<file path="src/rtl/wsb_pkg.sv">
// Shared widths, field positions and the per-window configuration record
// for the frame-synchronised window configuration bank.
package wsb_pkg;
    parameter int WSB_NWIN   = 5;   // number of overlay windows
    parameter int WSB_AW     = 32;  // frame buffer address width
    parameter int WSB_PW     = 15;  // pitch / skip field width
    parameter int WSB_CW     = 8;   // screen coordinate width
    parameter int WSB_BUS_AW = 8;   // register bus byte address width
    parameter int WSB_DW     = 32;  // register bus data width

    localparam int WSB_STRIDE_B  = 16;                 // bytes per window block
    localparam int WSB_CTRL_ADDR = 8 * WSB_STRIDE_B;   // control word byte address
    localparam int WSB_SKIP_LSB  = WSB_PW;             // line skip position in word 2
    localparam int WSB_EN_BIT    = WSB_DW - 1;         // window enable position
    localparam int WSB_CHAN_LSB  = 8;                  // fetch enables in control word

    // word selector inside one window block
    typedef enum logic [1:0] {
        SEL_START = 2'd0,
        SEL_STOP  = 2'd1,
        SEL_GEOM  = 2'd2,
        SEL_RECT  = 2'd3
    } wsb_sel_e;

    typedef struct packed {
        logic [WSB_AW-1:0] start;
        logic [WSB_AW-1:0] stop;
        logic [WSB_PW-1:0] skip;
        logic [WSB_PW-1:0] pitch;
        logic              en;
        logic              chan;
        logic [WSB_CW-1:0] left;
        logic [WSB_CW-1:0] top;
        logic [WSB_CW-1:0] right;
        logic [WSB_CW-1:0] bottom;
    } wsb_cfg_t;
endpackage

</file>
<file path="src/rtl/wsb_regfile.sv">
// Pending register file: decodes the register bus, holds the software-visible
// copy of every window plus the immediate guard bits, and serves reads.
// Assumes word-aligned accesses; address bits [1:0] are ignored.
module wsb_regfile
    import wsb_pkg::*;
#(
    parameter int NWIN = WSB_NWIN
) (
    input  logic                  clk,
    input  logic                  rst_n,
    input  logic                  bus_wr,
    input  logic [WSB_BUS_AW-1:0] bus_addr,
    input  logic [WSB_DW-1:0]     bus_wdata,
    output logic [WSB_DW-1:0]     bus_rdata,
    output wsb_cfg_t [NWIN-1:0]   pend,
    output logic [NWIN-1:0]       guard
);
    localparam int WIN_SPAN = NWIN * WSB_STRIDE_B;

    logic [3:0] win_idx;
    wsb_sel_e   sel;
    logic       hit_win;
    logic       hit_ctrl;

    // Address decode shared by write and read paths.
    always_comb begin
        win_idx  = bus_addr[7:4];
        sel      = wsb_sel_e'(bus_addr[3:2]);
        hit_win  = (int'(bus_addr) < WIN_SPAN);
        hit_ctrl = (int'(bus_addr) == WSB_CTRL_ADDR);
    end

    genvar w;
    generate
        for (w = 0; w < NWIN; w++) begin : g_win
            // Pending window fields: written through the bus, fetch enable from the control word.
            always_ff @(posedge clk) begin
                if (!rst_n) begin
                    pend[w] <= '0;
                end else if (bus_wr && hit_win && (int'(win_idx) == w)) begin
                    case (sel)
                        SEL_START: pend[w].start <= bus_wdata[WSB_AW-1:0];
                        SEL_STOP:  pend[w].stop  <= bus_wdata[WSB_AW-1:0];
                        SEL_GEOM: begin
                            pend[w].pitch <= bus_wdata[WSB_PW-1:0];
                            pend[w].skip  <= bus_wdata[WSB_SKIP_LSB +: WSB_PW];
                            pend[w].en    <= bus_wdata[WSB_EN_BIT];
                        end
                        default: begin
                            pend[w].left   <= bus_wdata[0*WSB_CW +: WSB_CW];
                            pend[w].top    <= bus_wdata[1*WSB_CW +: WSB_CW];
                            pend[w].right  <= bus_wdata[2*WSB_CW +: WSB_CW];
                            pend[w].bottom <= bus_wdata[3*WSB_CW +: WSB_CW];
                        end
                    endcase
                end else if (bus_wr && hit_ctrl) begin
                    pend[w].chan <= bus_wdata[WSB_CHAN_LSB + w];
                end
            end
        end
    endgenerate

    // Guard bits act immediately and are never shadowed.
    always_ff @(posedge clk) begin
        if (!rst_n)                guard <= '0;
        else if (bus_wr && hit_ctrl) guard <= bus_wdata[NWIN-1:0];
    end

    // Read mux: always returns the pending copy.
    always_comb begin
        bus_rdata = '0;
        if (hit_ctrl) begin
            bus_rdata[NWIN-1:0] = guard;
            for (int i = 0; i < NWIN; i++) bus_rdata[WSB_CHAN_LSB + i] = pend[i].chan;
        end else if (hit_win) begin
            for (int i = 0; i < NWIN; i++) begin
                if (int'(win_idx) == i) begin
                    case (sel)
                        SEL_START: bus_rdata[WSB_AW-1:0] = pend[i].start;
                        SEL_STOP:  bus_rdata[WSB_AW-1:0] = pend[i].stop;
                        SEL_GEOM: begin
                            bus_rdata[WSB_PW-1:0]              = pend[i].pitch;
                            bus_rdata[WSB_SKIP_LSB +: WSB_PW]  = pend[i].skip;
                            bus_rdata[WSB_EN_BIT]              = pend[i].en;
                        end
                        default: bus_rdata = {pend[i].bottom, pend[i].right,
                                              pend[i].top, pend[i].left};
                    endcase
                end
            end
        end
    end
endmodule

</file>
<file path="src/rtl/wsb_shadow.sv">
// Shadow copy: each window loads its pending record on a frame-sync edge
// unless its guard bit is set. Assumes vsync is synchronous to clk.
module wsb_shadow
    import wsb_pkg::*;
#(
    parameter int NWIN = WSB_NWIN
) (
    input  logic                clk,
    input  logic                rst_n,
    input  logic                vsync,
    input  logic [NWIN-1:0]     guard,
    input  wsb_cfg_t [NWIN-1:0] pend,
    output wsb_cfg_t [NWIN-1:0] shad
);
    genvar w;
    generate
        for (w = 0; w < NWIN; w++) begin : g_sh
            // Per-window frame-synchronised load, blocked by the guard.
            always_ff @(posedge clk) begin
                if (!rst_n)                  shad[w] <= '0;
                else if (vsync && !guard[w]) shad[w] <= pend[w];
            end
        end
    endgenerate
endmodule

</file>
<file path="src/rtl/wsb_hit.sv">
// Inside-window test per window on the shadow copy, inclusive edges,
// gated by the shadow window enable and fetch enable. Purely combinational.
module wsb_hit
    import wsb_pkg::*;
#(
    parameter int NWIN = WSB_NWIN
) (
    input  wsb_cfg_t [NWIN-1:0] shad,
    input  logic [WSB_CW-1:0]   px_x,
    input  logic [WSB_CW-1:0]   px_y,
    output logic [NWIN-1:0]     hit
);
    genvar w;
    generate
        for (w = 0; w < NWIN; w++) begin : g_hit
            // Rectangle compare for one window.
            always_comb begin
                hit[w] = shad[w].en && shad[w].chan
                      && (px_x >= shad[w].left) && (px_x <= shad[w].right)
                      && (px_y >= shad[w].top)  && (px_y <= shad[w].bottom);
            end
        end
    endgenerate
endmodule

</file>
<file path="src/rtl/win_shadow_bank.sv">
// Top of the window configuration bank: pending register file, frame-synced
// shadow copy and inside-window flags; shadow fields are flattened to ports.
module win_shadow_bank
    import wsb_pkg::*;
#(
    parameter int NWIN = WSB_NWIN
) (
    input  logic                   clk,
    input  logic                   rst_n,
    input  logic                   bus_wr,
    input  logic [WSB_BUS_AW-1:0]  bus_addr,
    input  logic [WSB_DW-1:0]      bus_wdata,
    output logic [WSB_DW-1:0]      bus_rdata,
    input  logic                   vsync,
    input  logic [WSB_CW-1:0]      px_x,
    input  logic [WSB_CW-1:0]      px_y,
    output logic [NWIN-1:0]        win_hit,
    output logic [NWIN*WSB_AW-1:0] sh_buf_start,
    output logic [NWIN*WSB_AW-1:0] sh_buf_end,
    output logic [NWIN*WSB_PW-1:0] sh_pagew,
    output logic [NWIN*WSB_PW-1:0] sh_offs,
    output logic [NWIN-1:0]        sh_win_en,
    output logic [NWIN-1:0]        sh_chan_en
);
    wsb_cfg_t [NWIN-1:0] pend_w;
    wsb_cfg_t [NWIN-1:0] shad_w;
    logic [NWIN-1:0]     guard_w;

    wsb_regfile #(.NWIN(NWIN)) u_regs (
        .clk(clk), .rst_n(rst_n), .bus_wr(bus_wr), .bus_addr(bus_addr),
        .bus_wdata(bus_wdata), .bus_rdata(bus_rdata), .pend(pend_w), .guard(guard_w)
    );

    wsb_shadow #(.NWIN(NWIN)) u_shadow (
        .clk(clk), .rst_n(rst_n), .vsync(vsync), .guard(guard_w),
        .pend(pend_w), .shad(shad_w)
    );

    wsb_hit #(.NWIN(NWIN)) u_hit (
        .shad(shad_w), .px_x(px_x), .px_y(px_y), .hit(win_hit)
    );

    genvar w;
    generate
        for (w = 0; w < NWIN; w++) begin : g_out
            // Flatten one window's shadow record onto the output buses.
            assign sh_buf_start[w*WSB_AW +: WSB_AW] = shad_w[w].start;
            assign sh_buf_end[w*WSB_AW +: WSB_AW]   = shad_w[w].stop;
            assign sh_pagew[w*WSB_PW +: WSB_PW]     = shad_w[w].pitch;
            assign sh_offs[w*WSB_PW +: WSB_PW]      = shad_w[w].skip;
            assign sh_win_en[w]                     = shad_w[w].en;
            assign sh_chan_en[w]                    = shad_w[w].chan;
        end
    endgenerate
endmodule

</file>
<file path="config.mk">
export PLATFORM = sky130hd
export DESIGN_NAME = win_shadow_bank
export DESIGN_NICKNAME = d
export VERILOG_FILES = /design/src/rtl/wsb_pkg.sv /design/src/rtl/wsb_regfile.sv /design/src/rtl/wsb_shadow.sv /design/src/rtl/wsb_hit.sv /design/src/rtl/win_shadow_bank.sv
export SDC_FILE = /design/constraint.sdc
export NUM_CORES = 2
export LEC_CHECK = 0
export BUFFER_PORTS_ARGS = -buffer_cell sky130_fd_sc_hd__buf_4
export CAP_MARGIN = 20
export CORE_UTILIZATION = 30
export DETAILED_ROUTE_END_ITERATION = 16
export HOLD_SLACK_MARGIN = 0.03
export PLACE_DENSITY = 0.48
export SETUP_SLACK_MARGIN = 0.5
export SLEW_MARGIN = 20
export SYNTH_ARGS = -nofsm -noshare
export SYNTH_HDL_FRONTEND = slang
export SYNTH_SLANG_ARGS = --single-unit
</file>
<file path="constraint.sdc">
create_clock -name clk -period 2.9 [get_ports clk]
set_input_delay 0.29 -clock clk [delete_from_list [all_inputs] [get_ports clk]]
set_output_delay 0.29 -clock clk [all_outputs]
set_load 0.1 [all_outputs]
</file>
==> qor.yml <==
timing:
  hold_viol: 0
  min_period_over_period_pct: 112
  finClkSkew_ps: 41.4
  whs_ps: 226
  setup_viol: 6
  worst_pin_slew_ps: 797
  period_minus_slack_ps: 3240
  fin_ws_ps: -340
  relSlewSlack_pct: 46.7
  rsz0062_at_grt: "yes"
  finalMaxSlewViolations: 0
  fmax_mhz: 309
floorplan:
  start_util_pct: 30.2
  rows: 163
  io_pins: 577
  fp.dieArea_sq_um: 201000
  die_w_um: 448
  die_y_um: 448
  core_area_sq_um: 198000
place:
  port_buffers: 576
  dp_cells: 9436
  place_congestion: 0.949
  dpl_cell_area_sq_um: 64100
  dpl.hpwl_um: 194000
hold_path:
  hold_depth: 4
  hp-class: "input pin to flop"
power:
  clock_power_share_pct: 48.9
  p_per_area_nw_per_um2: 554
  combPwrFrac_pct: 6.5
  power_uw: 39700
  power_frac_seq_pct: 44.6
  p_sw_share_pct: 25.0
  peakVddDrop_v: 0.000610
  switchingPower_uw: 9950
  p_leak_uw: 0.0247
  internal-power_uw: 29800
global_routing:
  grt_max_degree: 148
  grt_overflow: 0
  antenna_found_initial: 27
  grt_use_total_pct: 25.7
  grt_pass1_wl_um: 367000
  grt_pass1_vias: 47000
routing:
  wirelength_um: 266000
  first_pass_iters: 8
  drc: 0
  drt_iter0_drc: 4742
  via_per_inst: 5.09
  vias: 49900
  wire_per_inst_um: 27.2
  ant_nets: 0
cts:
  clock-sinks: 1285
  cts_buffer_depth: 3
  clk_latency_ps: 830
  cts.clk_slew.worst_paths_ps: 60
  htreeDepth: 4
  cts_root_buf: "clkbuf_16"
  cts_tree: "done"
  cts_made_buffers: 151
cells_and_area:
  syn_to_final_growth_pct: 19.9
  post-route-util_pct: 36.3
  drive_above_1_share_pct: 22.4
  final_area_sq_um: 71700
  num-nets-final: 7261
  instances_no_fill: 9804
  num-fill-cells: 20200
status:
  violations: "negative setup slack"
  status: "finished with violations"
synthesis:
  syn_area_per_cell_sq_um: 8.47
  ys_async_sr_fraction_pct: 0
  ys.flop_type: "dfxtp_1"
  synth_top_area_cell: "dfxtp_1"
  yosysWarnings: 0
  yosysSeqAreaShare_pct: 43.0
  ys_ff_latch: 1285
  synth.distinct_cells: 52
  synth.area.top_cells: "dfxtp_1 (43%), nand2_1 (16%), a21boi_0 (11%)"
  netlist_area_sq_um: 59800
  synth_top_area_share_pct: 43.0
  synth_nets: 7275
  synthCells: 7055
  yosysMostFrequentCell: "nand2_1"
  synth_commonest_cells: "nand2_1 (2593), dfxtp_1 (1285), a21boi_0 (864)"
  synth-edff-count: 0
worst_setup_path:
  worstSetupEndpoint: "win_hit[2]"
  crit_fanout: 2
  cp.required_ps: 2610
  arrival_ps: 2950
  start_kind: "flop"
  timing.rr.start: "u_regs.guard[2]"
  cp-end-kind: "output port"
  timing.critical_path.from: "u_shadow.shad[282]"
  worstRegToRegCells: 4
  r2r_end: "u_shadow.shad[270]"
  criticalPathCategory: "flop to output port"
  rrSetupSlack_ps: 960
run:
  cap_violations: 0
-- routing by layer --
layer,track usage [%],routed length [um]
met5,0,55
met4,15.0,17500
met3,4.60,17800
met2,40.4,120000
met1,33.0,111000
-- registers in the layout (all words and copies together), names as in the netlist --
| name | cells |
|---|---|
| u_shadow.shad | 640 |
| u_regs.pend | 640 |
| u_regs.guard | 5 |
-- cell type report --
type	instances	area [sq um]	share of cell area, %
Antenna cell	10	25.0	0.0349
Clock buffer	229	4430	6.18
Clock inverter	37	611	0.852
Multi-Input combinational cell	4611	29000	40.5
Tap cell	2640	3300	4.61
Sequential cell	1285	26100	36.3
Timing Repair Buffer	844	7660	10.7
Inverter	148	563	0.785
-- power by group through the flow --
| stage | clock [uW] | combinational (uW) | sequential (uW) |
|---|---|---|---|
| floorplan | 0 | 1410 | 18100 |
| global placement | 0 | 2380 | 18100 |
| detailed placement | 0 | 2390 | 18100 |
| CTS | 19800 | 2530 | 17700 |
| global route | 20500 | 2670 | 17700 |
| finish | 19400 | 2570 | 17700 |
-- through the flow --
stage          setup slack [ps]  TNS (ps)
5_1_grt                    -400     -1340
6_report                   -340     -1000
2_1_floorplan              46.5         0
4_1_cts                    -331     -1330
3_3_place_gp               -129      -292
3_5_place_dp               -127      -262
-- cell families after synthesis --
family / share of synthesized area, %
simple gates: 17.9
compound gates: 18.4
flops: 43.0
buf+inv: 10.7
mux: 6.60
fa+ha+maj: 3.35
-- how the worst min path moves through the flow --
stage                       startpoint                  to  slack, ps
finish                           vsync   u_shadow.shad[21]        230
global route                     vsync   u_shadow.shad[21]        220
CTS                              vsync  u_shadow.shad[417]        160
detailed placement  u_shadow.shad[480]  u_shadow.shad[480]        460
global placement    u_shadow.shad[635]  u_shadow.shad[635]        450
floorplan                bus_wdata[30]    u_regs.pend[518]        420
-- worst max-delay path: stages, from the launching register on --
cell       delay, ps
dfxtp_2          350
inv_1             50
ha_1             290
a21o_1           180
a31oi_1          170
o21ai_0          140
a2111oi_1        420
and4b_2          350
buf_12           190
-- layout by cell type (no fill, tap or decap), types with 11 or more instances in the layout --
cell and n:
mux4_2 155, buf_12 87, inv_1 106, clkbuf_8 35, a21o_1 12, clkbuf_16 157
a21oi_1 35, ha_1 122, nand2_1 2590, nor2_2 14, clkbuf_1 43, nand2b_1 11
o211ai_1 16, mux2i_1 42, a22oi_2 15, a21boi_0 864, o21ai_4 20, o21ai_0 15
nand3_1 28, inv_2 39, clkinv_2 11, nor2b_1 25, a21oi_2 34, dlygate4sd3_1 33
dfxtp_1 1106, dfxtp_4 41, ha_4 36, a21boi_1 411, dfxtp_2 138, a22o_1 19
buf_4 714
-- repair_timing --
| action | 4_1_cts | 5_1_grt |
|---|---|---|
| setup endpoints to repair | 37 | 37 |
| hold buffers | 33 | 0 |
| setup buffers | 48 | 11 |
| pin swaps | 86 | 38 |
| endpoints found under the hold margin | 646 | 0 |
| gates resized for setup | 435 | 99 |
(Power assumes the default switching activity.)
